<file path="config.mk">
export PLATFORM = sky130hd
export DESIGN_NAME = seg_access_check
export DESIGN_NICKNAME = d
export VERILOG_FILES = /design/src/rtl/seg_chk_pkg.sv /design/src/rtl/seg_limit_unit.sv /design/src/rtl/seg_rights_unit.sv /design/src/rtl/seg_access_check.sv
export SDC_FILE = /design/constraint.sdc
export NUM_CORES = 1
export LEC_CHECK = 0
export ABC_AREA = 1
export BUFFER_PORTS_ARGS = -buffer_cell sky130_fd_sc_hd__buf_4
export CORE_ASPECT_RATIO = 0.5
export CORE_MARGIN = 3
export CORE_UTILIZATION = 30
export CTS_CLUSTER_DIAMETER = 150
export DETAILED_ROUTE_END_ITERATION = 10
export PLACE_DENSITY = 0.54
export SLEW_MARGIN = 40
export SYNTH_ARGS = -nofsm -noshare
export SYNTH_HDL_FRONTEND = slang
export SYNTH_HIERARCHICAL = 1
export SYNTH_SLANG_ARGS = --single-unit
</file>
<file path="constraint.sdc">
create_clock -name clk -period 3.55 [get_ports clk]
set_input_delay 0.355 -clock clk [delete_from_list [all_inputs] [get_ports clk]]
set_output_delay 0.355 -clock clk [all_outputs]
set_load 0.01 [all_outputs]
</file>
<file path="src/rtl/seg_chk_pkg.sv">
package seg_chk_pkg;

    localparam int ADDR_W     = 32;
    localparam int LIMIT_W    = 20;
    localparam int GRAN_SHIFT = 12;
    localparam int LEN_W      = 3;
    localparam int PL_W       = 2;
    localparam int TYPE_W     = 4;

    // type field bit positions (decoded by the permission and limit logic)
    localparam int TB_CODE = 3;
    localparam int TB_DIR  = 2;
    localparam int TB_RW   = 1;

    typedef enum logic [1:0] {
        KIND_READ  = 2'd0,
        KIND_WRITE = 2'd1,
        KIND_EXEC  = 2'd2,
        KIND_RSVD  = 2'd3
    } acc_kind_e;

    typedef enum logic [2:0] {
        FLT_NONE    = 3'd0,
        FLT_SYSTYPE = 3'd1,
        FLT_ABSENT  = 3'd2,
        FLT_PRIV    = 3'd3,
        FLT_PERM    = 3'd4,
        FLT_LIMIT   = 3'd5
    } fault_e;

    typedef struct packed {
        logic                base_dummy; // keeps struct non-empty if fields move
        logic                is_mem;
        logic                present;
        logic [PL_W-1:0]     dpl;
        logic [TYPE_W-1:0]   seg_type;
    } desc_attr_t;

    typedef struct packed {
        logic [ADDR_W-1:0] lin;
        logic              ok;
        fault_e            cause;
    } chk_result_t;

    function automatic logic [PL_W-1:0] weaker_pl(input logic [PL_W-1:0] a,
                                                  input logic [PL_W-1:0] b);
        return (a > b) ? a : b;
    endfunction

    // priority: system type, not present, privilege, permission, limit
    function automatic fault_e pick_fault(input logic is_mem, input logic present,
                                          input logic priv_ok, input logic perm_ok,
                                          input logic range_ok);
        if (!is_mem)        return FLT_SYSTYPE;
        else if (!present)  return FLT_ABSENT;
        else if (!priv_ok)  return FLT_PRIV;
        else if (!perm_ok)  return FLT_PERM;
        else if (!range_ok) return FLT_LIMIT;
        else                return FLT_NONE;
    endfunction

endpackage

</file>
<file path="src/rtl/seg_limit_unit.sv">
module seg_limit_unit
    import seg_chk_pkg::*;
#(
    parameter int AW  = ADDR_W,
    parameter int LW  = LIMIT_W,
    parameter int GS  = GRAN_SHIFT,
    parameter int LNW = LEN_W
) (
    input  logic [AW-1:0]  offset,
    input  logic [LNW-1:0] len_m1,
    input  logic [LW-1:0]  raw_limit,
    input  logic           gran,
    input  logic           big,
    input  logic           expand_down,
    output logic           in_range
);
    localparam int SMALL_TOP_W = 16;

    logic [AW-1:0] eff_limit;
    logic [AW-1:0] top_bound;
    logic [AW:0]   last_byte;
    logic          up_ok;
    logic          dn_ok;

    always_comb begin
        if (gran) eff_limit = AW'({raw_limit, {GS{1'b1}}});
        else      eff_limit = AW'(raw_limit);
        top_bound = big ? {AW{1'b1}} : AW'({SMALL_TOP_W{1'b1}});
        last_byte = {1'b0, offset} + (AW+1)'(len_m1);
        up_ok     = (last_byte <= {1'b0, eff_limit});
        dn_ok     = (offset > eff_limit) && (last_byte <= {1'b0, top_bound});
        in_range  = expand_down ? dn_ok : up_ok;
    end
endmodule

</file>
<file path="src/rtl/seg_rights_unit.sv">
module seg_rights_unit
    import seg_chk_pkg::*;
#(
    parameter int PLW = PL_W,
    parameter int TW  = TYPE_W
) (
    input  logic [TW-1:0]  seg_type,
    input  logic [1:0]     kind,
    input  logic [PLW-1:0] cur_pl,
    input  logic [PLW-1:0] req_pl,
    input  logic [PLW-1:0] dpl,
    output logic           perm_ok,
    output logic           priv_ok
);
    logic is_code;
    logic rw_bit;

    always_comb begin
        is_code = seg_type[TB_CODE];
        rw_bit  = seg_type[TB_RW];
        unique case (acc_kind_e'(kind))
            KIND_READ:  perm_ok = !is_code || rw_bit;
            KIND_WRITE: perm_ok = !is_code && rw_bit;
            KIND_EXEC:  perm_ok = is_code;
            default:    perm_ok = 1'b0;
        endcase
        priv_ok = (weaker_pl(cur_pl, req_pl) <= dpl);
    end
endmodule

</file>
<file path="src/rtl/seg_access_check.sv">
module seg_access_check
    import seg_chk_pkg::*;
#(
    parameter int AW  = ADDR_W,
    parameter int LW  = LIMIT_W,
    parameter int GS  = GRAN_SHIFT,
    parameter int LNW = LEN_W
) (
    input  logic           clk,
    input  logic           rst,
    input  logic           req_valid,
    input  logic [AW-1:0]  desc_base,
    input  logic [LW-1:0]  desc_limit,
    input  logic           desc_gran,
    input  logic           desc_big,
    input  logic           desc_present,
    input  logic           desc_is_mem,
    input  logic [1:0]     desc_dpl,
    input  logic [3:0]     desc_type,
    input  logic [AW-1:0]  acc_offset,
    input  logic [LNW-1:0] acc_len_m1,
    input  logic [1:0]     acc_kind,
    input  logic [1:0]     cur_pl,
    input  logic [1:0]     req_pl,
    output logic           rsp_valid,
    output logic [AW-1:0]  lin_addr,
    output logic           acc_ok,
    output logic [2:0]     fault_cause,
    output logic           set_accessed
);
    logic   range_ok, perm_ok, priv_ok, expand_down;
    fault_e cause_next;

    assign expand_down = !desc_type[TB_CODE] && desc_type[TB_DIR];

    seg_limit_unit #(.AW(AW), .LW(LW), .GS(GS), .LNW(LNW)) u_limit (
        .offset      (acc_offset),
        .len_m1      (acc_len_m1),
        .raw_limit   (desc_limit),
        .gran        (desc_gran),
        .big         (desc_big),
        .expand_down (expand_down),
        .in_range    (range_ok)
    );

    seg_rights_unit #(.PLW(2), .TW(4)) u_rights (
        .seg_type (desc_type),
        .kind     (acc_kind),
        .cur_pl   (cur_pl),
        .req_pl   (req_pl),
        .dpl      (desc_dpl),
        .perm_ok  (perm_ok),
        .priv_ok  (priv_ok)
    );

    assign cause_next = pick_fault(desc_is_mem, desc_present, priv_ok, perm_ok, range_ok);

    always_ff @(posedge clk) begin
        if (rst || !req_valid) begin
            rsp_valid    <= 1'b0;
            lin_addr     <= '0;
            acc_ok       <= 1'b0;
            fault_cause  <= FLT_NONE;
            set_accessed <= 1'b0;
        end else begin
            rsp_valid    <= 1'b1;
            lin_addr     <= desc_base + acc_offset;
            acc_ok       <= (cause_next == FLT_NONE);
            fault_cause  <= cause_next;
            set_accessed <= (cause_next == FLT_NONE);
        end
    end

    assert_idle_quiet_R1: assert property (@(posedge clk) disable iff (rst)
        !req_valid |=> (!rsp_valid && !acc_ok && !set_accessed));

    assert_lin_sum_R2: assert property (@(posedge clk) disable iff (rst)
        req_valid |=> (lin_addr == $past(desc_base + acc_offset)));

    assert_code_never_written_R6: assert property (@(posedge clk) disable iff (rst)
        (req_valid && desc_type[TB_CODE] && acc_kind == KIND_WRITE) |=> !acc_ok);

    assert_priv_block_R7: assert property (@(posedge clk) disable iff (rst)
        (req_valid && (cur_pl > desc_dpl || req_pl > desc_dpl)) |=> !acc_ok);

    assert_absent_cause_R8: assert property (@(posedge clk) disable iff (rst)
        (req_valid && desc_is_mem && !desc_present) |=> (fault_cause == FLT_ABSENT));

    assert_system_cause_R9: assert property (@(posedge clk) disable iff (rst)
        (req_valid && !desc_is_mem) |=> (fault_cause == FLT_SYSTYPE));

    assert_ok_no_cause_R10: assert property (@(posedge clk) disable iff (rst)
        acc_ok |-> (fault_cause == FLT_NONE && rsp_valid));

    assert_accessed_on_pass_R11: assert property (@(posedge clk) disable iff (rst)
        set_accessed |-> acc_ok);
endmodule

</file>
Word-level counts from Yosys, hierarchy flattened. Cells that the tools add are included.

Register bits: 37. Output and inout port bits: 38. Word-level logic and storage cells: 33.

$add $sub $neg: 2. Magnitude comparators: 5. Equality and inequality tests: 2. Mux-type cells: 11. Reductions and logical operators: 9.

Operator list (count): less-or-equal comparator 33 x 32 -> 1 bit (2); 2-to-1 mux 32 bit (2); adder 32 x 3 -> 33 bit (1); adder 32 bit (1); > comparator 32 bit (1); 2-to-1 mux 3 bit (5); logical AND 1 bit (3); zero test 3 bit (1); one-hot mux 1 bit (3 select lines) (1); equality test 2 x 1 -> 1 bit, second input constant (1); equality test 2 bit, second input constant (1); > comparator 2 bit (1); less-or-equal comparator 2 bit (1); zero test 1 bit (2); zero test 2 bit (1); logical OR 1 bit (2); 2-to-1 mux 1 bit (2); 2-to-1 mux 2 bit (1).

Depth between registers and ports, before layout.
Word-level depth: 10. Mapped depth: 30.

Cells and area by module. Netlist, hierarchy kept.

By module, submodules not included: seg_access_check (times used 1, cells an instance 592, area an instance 3390.8 um2, seq. area each 740.7 um2); seg_limit_unit (times used 1, cells an instance 525, area an instance 3160.5 um2, seq. area each 0.0 um2); seg_rights_unit (times used 1, cells an instance 30, area an instance 166.4 um2, seq. area each 0.0 um2).

Least setup slack after synthesis. No wires, ideal clock.

Path kind: input to register. Start point: in acc_offset[0]. End point: reg set_accessed. Library setup time: 0.092 ns. Data arrival time: 3.334 ns. Required time: 3.458 ns. Slack: 0.124 ns. Cell stages on the path: 30. Path buffers: 0. Path through: ha_1 > fa_1 > nand3_2 > nand2_2 > nand2_4 > inv_2 > nand4_2 > nor2_2 > nand2_2 > inv_2 > nand3_1 > xor2_1 > inv_1 > ha_1 > nand2_1 > nor2_1 > nand2_1 > nor2_1 > nand3_1 > nor2_1 > nand3_1 > nor2_1 > nand3_1 > nand2_1 > nand2_1 > nand2_1 > o21ai_0 > a21oi_1 > inv_1 > nor4_1.

Cells in the longest elaborated chain, start to end: 10.

Ends and longest elaborated chain: from (decl) (line seg_access_check.sv:20) `input logic [AW-1:0] acc_offset,`; adder 32 x 3 -> 33 bit (line seg_limit_unit.sv:29) `last_byte = {1'b0, offset} + (AW+1)'(len_m1);`; less-or-equal comparator 33 x 32 -> 1 bit (line seg_limit_unit.sv:31) `dn_ok = (offset > eff_limit) && (last_byte <= {1'b0, top_bound});`; logical AND 1 bit (line seg_limit_unit.sv:31); 2-to-1 mux 1 bit * (line seg_limit_unit.sv:32) `in_range = expand_down ? dn_ok : up_ok;`; net range_ok (line seg_access_check.sv:31) `logic range_ok, perm_ok, priv_ok, expand_down;`; 2-to-1 mux 3 bit * (line seg_chk_pkg.sv:58) `else if (!range_ok) return FLT_LIMIT;`; 2-to-1 mux 3 bit * (line seg_chk_pkg.sv:57) `else if (!perm_ok) return FLT_PERM;`; 2-to-1 mux 3 bit * (line seg_chk_pkg.sv:56) `else if (!priv_ok) return FLT_PRIV;`; 2-to-1 mux 3 bit * (line seg_chk_pkg.sv:55) `else if (!present) return FLT_ABSENT;`; 2-to-1 mux 3 bit * (line seg_chk_pkg.sv:54) `if (!is_mem) return FLT_SYSTYPE;`; zero test 3 bit * (line seg_access_check.sv:70) `set_accessed <= (cause_next == FLT_NONE);`; to (signal assigned) (line seg_access_check.sv:70); to (decl) (line seg_access_check.sv:29) `output logic set_accessed`.

Mark *: on every way through the listed nets, which the timed path passes. The rest lies on a longest branch. A chain may end at the register's enable or synchronous reset.

Worst setup path in the final report.
Start point: in acc_len_m1[0]. End point: reg set_accessed.

Cells in the longest elaborated chain, start to end: 10.

Ends and longest elaborated chain: from (decl) (line seg_access_check.sv:21) `input logic [LNW-1:0] acc_len_m1,`; adder 32 x 3 -> 33 bit * (line seg_limit_unit.sv:29); less-or-equal comparator 33 x 32 -> 1 bit (line seg_limit_unit.sv:31); logical AND 1 bit (line seg_limit_unit.sv:31); 2-to-1 mux 1 bit * (line seg_limit_unit.sv:32); net range_ok (line seg_access_check.sv:31); 2-to-1 mux 3 bit * (line seg_chk_pkg.sv:58); 2-to-1 mux 3 bit * (line seg_chk_pkg.sv:57); 2-to-1 mux 3 bit * (line seg_chk_pkg.sv:56); 2-to-1 mux 3 bit * (line seg_chk_pkg.sv:55); 2-to-1 mux 3 bit * (line seg_chk_pkg.sv:54); zero test 3 bit * (line seg_access_check.sv:70).

Marked as above.

==> results.sh <==
export IMPL_status="finished, final reports clean"
export IMPL_numCtsBuffers=5
export IMPL_initial_core_util_pct=30.8
export IMPL_dieArea_um2=24300
export IMPL_grt_pass1_vias=7455
export IMPL_drv_cap=0
export IMPL_antenna_found_initial=0
export IMPL_synth_avg_cell_area_um2=5.86
export IMPL_num_rows=38
export IMPL_hpwl_um=21600
export IMPL_utilization_pct=40.5
export IMPL_routedWlPerCell_um=15.1
export IMPL_criticalPathCategory="in2reg"
export IMPL_hp_start="desc_is_mem"
export IMPL_grt_max_degree=30
export IMPL_port_buffers=142
export IMPL_grt_pass1_wl_um=38700
export IMPL_core_region_area_um2=21800
export IMPL_critPathMaxStageDelay_ns=0.28
export IMPL_drt_iter0_markers=487
export IMPL_cp_common_cell="nand2_1"
export IMPL_first_pass_iters=5
export IMPL_clk_pin_slew_ns=0.06
export IMPL_synth_seq_area_share_pct=11.0
export IMPL_vias=7728
export IMPL_layout_commonest_cell="nand2_1"
export IMPL_netlist_instances=1147
export IMPL_ir_drop_mv=0.151
export IMPL_antenna_left=0
export IMPL_ys_types=41
export IMPL_cp_slowest_cell="ha_4"
export IMPL_num_antenna_cells=0
export IMPL_gp_congestion=0.939
export IMPL_syn_to_final_growth_pct=31.5
export IMPL_whs_endpoint="fault_cause[1]$_SDFF_PN0_"
export IMPL_layout_cells_non_filler=1641
export IMPL_worstPathRequired_ns=3.76
export IMPL_syn_nets=1374
export IMPL_hold_viol=0
export IMPL_worst_path_max_fanout=4
export IMPL_start_kind="primary input"
export IMPL_grt_total_usage_pct=20.1
export IMPL_ios=144
export IMPL_layout_drive_gt1_share_pct=20.4
export IMPL_cts_hold_buf=0
export IMPL_placed_cell_area_um2=8490
export IMPL_setup_violations_final=0
export IMPL_crit_path_end_kind="flop"
export IMPL_yosys_warnings=6
export IMPL_synth_seq_cells=37
export IMPL_overflow=0
export IMPL_finalNetCount=1568
export IMPL_p_per_area_nw_per_um2=232
export IMPL_cts_root_buf="clkbuf_16"
export IMPL_p_total_mw=2.05
export IMPL_synth_edf_count=0
export IMPL_report_final_slew_viol_count=0
export IMPL_clockBufferDepth=2
export IMPL_synthArstFlopShare_pct=0
export IMPL_final_cell_mix="nand2_1, buf_4, inv_1"
export IMPL_wirelength_um=24800
export IMPL_fmax_mhz=286
export IMPL_hold_class="in2reg"
export IMPL_postLayoutCellArea_um2=8830
export IMPL_cts_max_level=2
export IMPL_cts_tree="yes"
export IMPL_numClockSinks=37
export IMPL_relSlewSlack_pct=48.8
export IMPL_route_detailed_drc=0
export IMPL_netlist_area_um2=6720
export IMPL_final_min_clock_period_ns=3.50
export IMPL_leakage_nw=5.02
export IMPL_synth_flop_cell="dfxtp_1"
export IMPL_viasPerCell=4.71
export IMPL_crit_arrival_ns=3.71
export IMPL_worst_slew_pin_slew_ns=0.767
export IMPL_grt_setup_unrepaired="true"
export IMPL_chipHeight_um=112
export IMPL_fin_crit_sh_pct=98.6
export IMPL_die_w_um=218
export IMPL_hold_depth=3
export IMPL_dp_cells=1631
[metrics by stage]
| step | hold WS (ns) | setup slack (ns) | TNS [ns] |
|---|---|---|---|
| global route | 0.306 | -0.225 | -0.225 |
| CTS | 0.298 | 0.0465 | 0 |
| finish | 0.306 | 0.0515 | 0 |
| detailed placement | 0.622 | -0.347 | -0.594 |
| global placement | 0.620 | -0.277 | -0.500 |
| floorplan | 0.482 | 0.124 | 0 |
[report_power, final]
part	internal [mW]	switching [mW]	leakage, nW
sequential	0.445	0.00911	0.304
combinational	0.435	0.636	4.64
clock	0.327	0.201	0.0797
total	1.21	0.846	5.02
[repair_timing]
| item | in CTS | in global routing |
|---|---|---|
| pin swaps | 0 | 19 |
| setup endpoints to repair | 1 | 3 |
| setup buffers | 0 | 3 |
| gates cloned | 0 | 0 |
| gates resized for setup | 1 | 29 |
[worst max-delay path, delay by kind of cell]
family,cells,cell delay (ns)
buffers and inverters,5,0.46
AND/OR/NAND/NOR,19,1.85
adder cells (fa/ha/maj),3,0.67
AO/OA/AOI/OAI,3,0.37
[metal layers]
metal | GRT usage [%] | vias to the layer above | routed length [µm]
li1 | - | 4044 | -
met1 | 28.4 | 3498 | 12400
met2 | 33.4 | 167 | 11000
met3 | 2.18 | 19 | 1050
met4 | 3.73 | 0 | 299
met5 | 0 | - | 0
[final cells by class]
class	count	area, µm²
sequential	37	741
clock buffer	5	125
fill	2366	13000
inverter	198	746
clock inverter	2	35.0
timing repair buffer	195	1470
tap	300	375
multi-input combinational	904	5340
[cell usage after synthesis, types with 6 or more instances]
library cell,n,area (µm²)
xnor2_1,8,70.1
nand4_1,22,138
nor2_1,125,469
o21ai_0,33,165
dfxtp_1,37,741
nand3_1,55,275
nor2_2,6,37.5
inv_2,7,26.3
inv_1,190,713
ha_1,119,1490
nor3_1,10,50.1
xor2_1,13,114
mux2i_1,8,80.1
nand2_2,20,125
a21oi_1,82,410
o21bai_1,8,60.1
nand2_1,354,1330
[kinds of logic (layout without fill, tap and decap cells)]
group           after synthesis  count (layout)  share of synthesized area, %
mux                           8               8                          1.19
buf+inv                     206             400                          11.7
compound gates              133             133                          10.6
xor+xnor                     21              21                          2.74
simple gates                621             621                          39.9
fa+ha+maj                   121             121                          22.8
flops                        37              37                          11.0
[sequential cells by signal (all words and copies together) (netlist names)]
register,count
set_accessed,1
lin_addr,32
rsp_valid,1
fault_cause,3
[worst max path at each step]
stage                   from                 endpoint  slack (ns)  cells past startpoint
2_1_floorplan  acc_offset[0]  set_accessed$_SDFF_PN0_        0.12                     30
3_3_place_gp   acc_offset[0]  set_accessed$_SDFF_PN0_       -0.28                     31
3_5_place_dp   acc_offset[0]  set_accessed$_SDFF_PN0_       -0.35                     31
4_1_cts        acc_offset[0]  set_accessed$_SDFF_PN0_        0.05                     30
5_1_grt        acc_len_m1[0]  set_accessed$_SDFF_PN0_       -0.23                     31
6_report       acc_len_m1[0]  set_accessed$_SDFF_PN0_        0.05                     30
(Power assumes the default switching activity.)
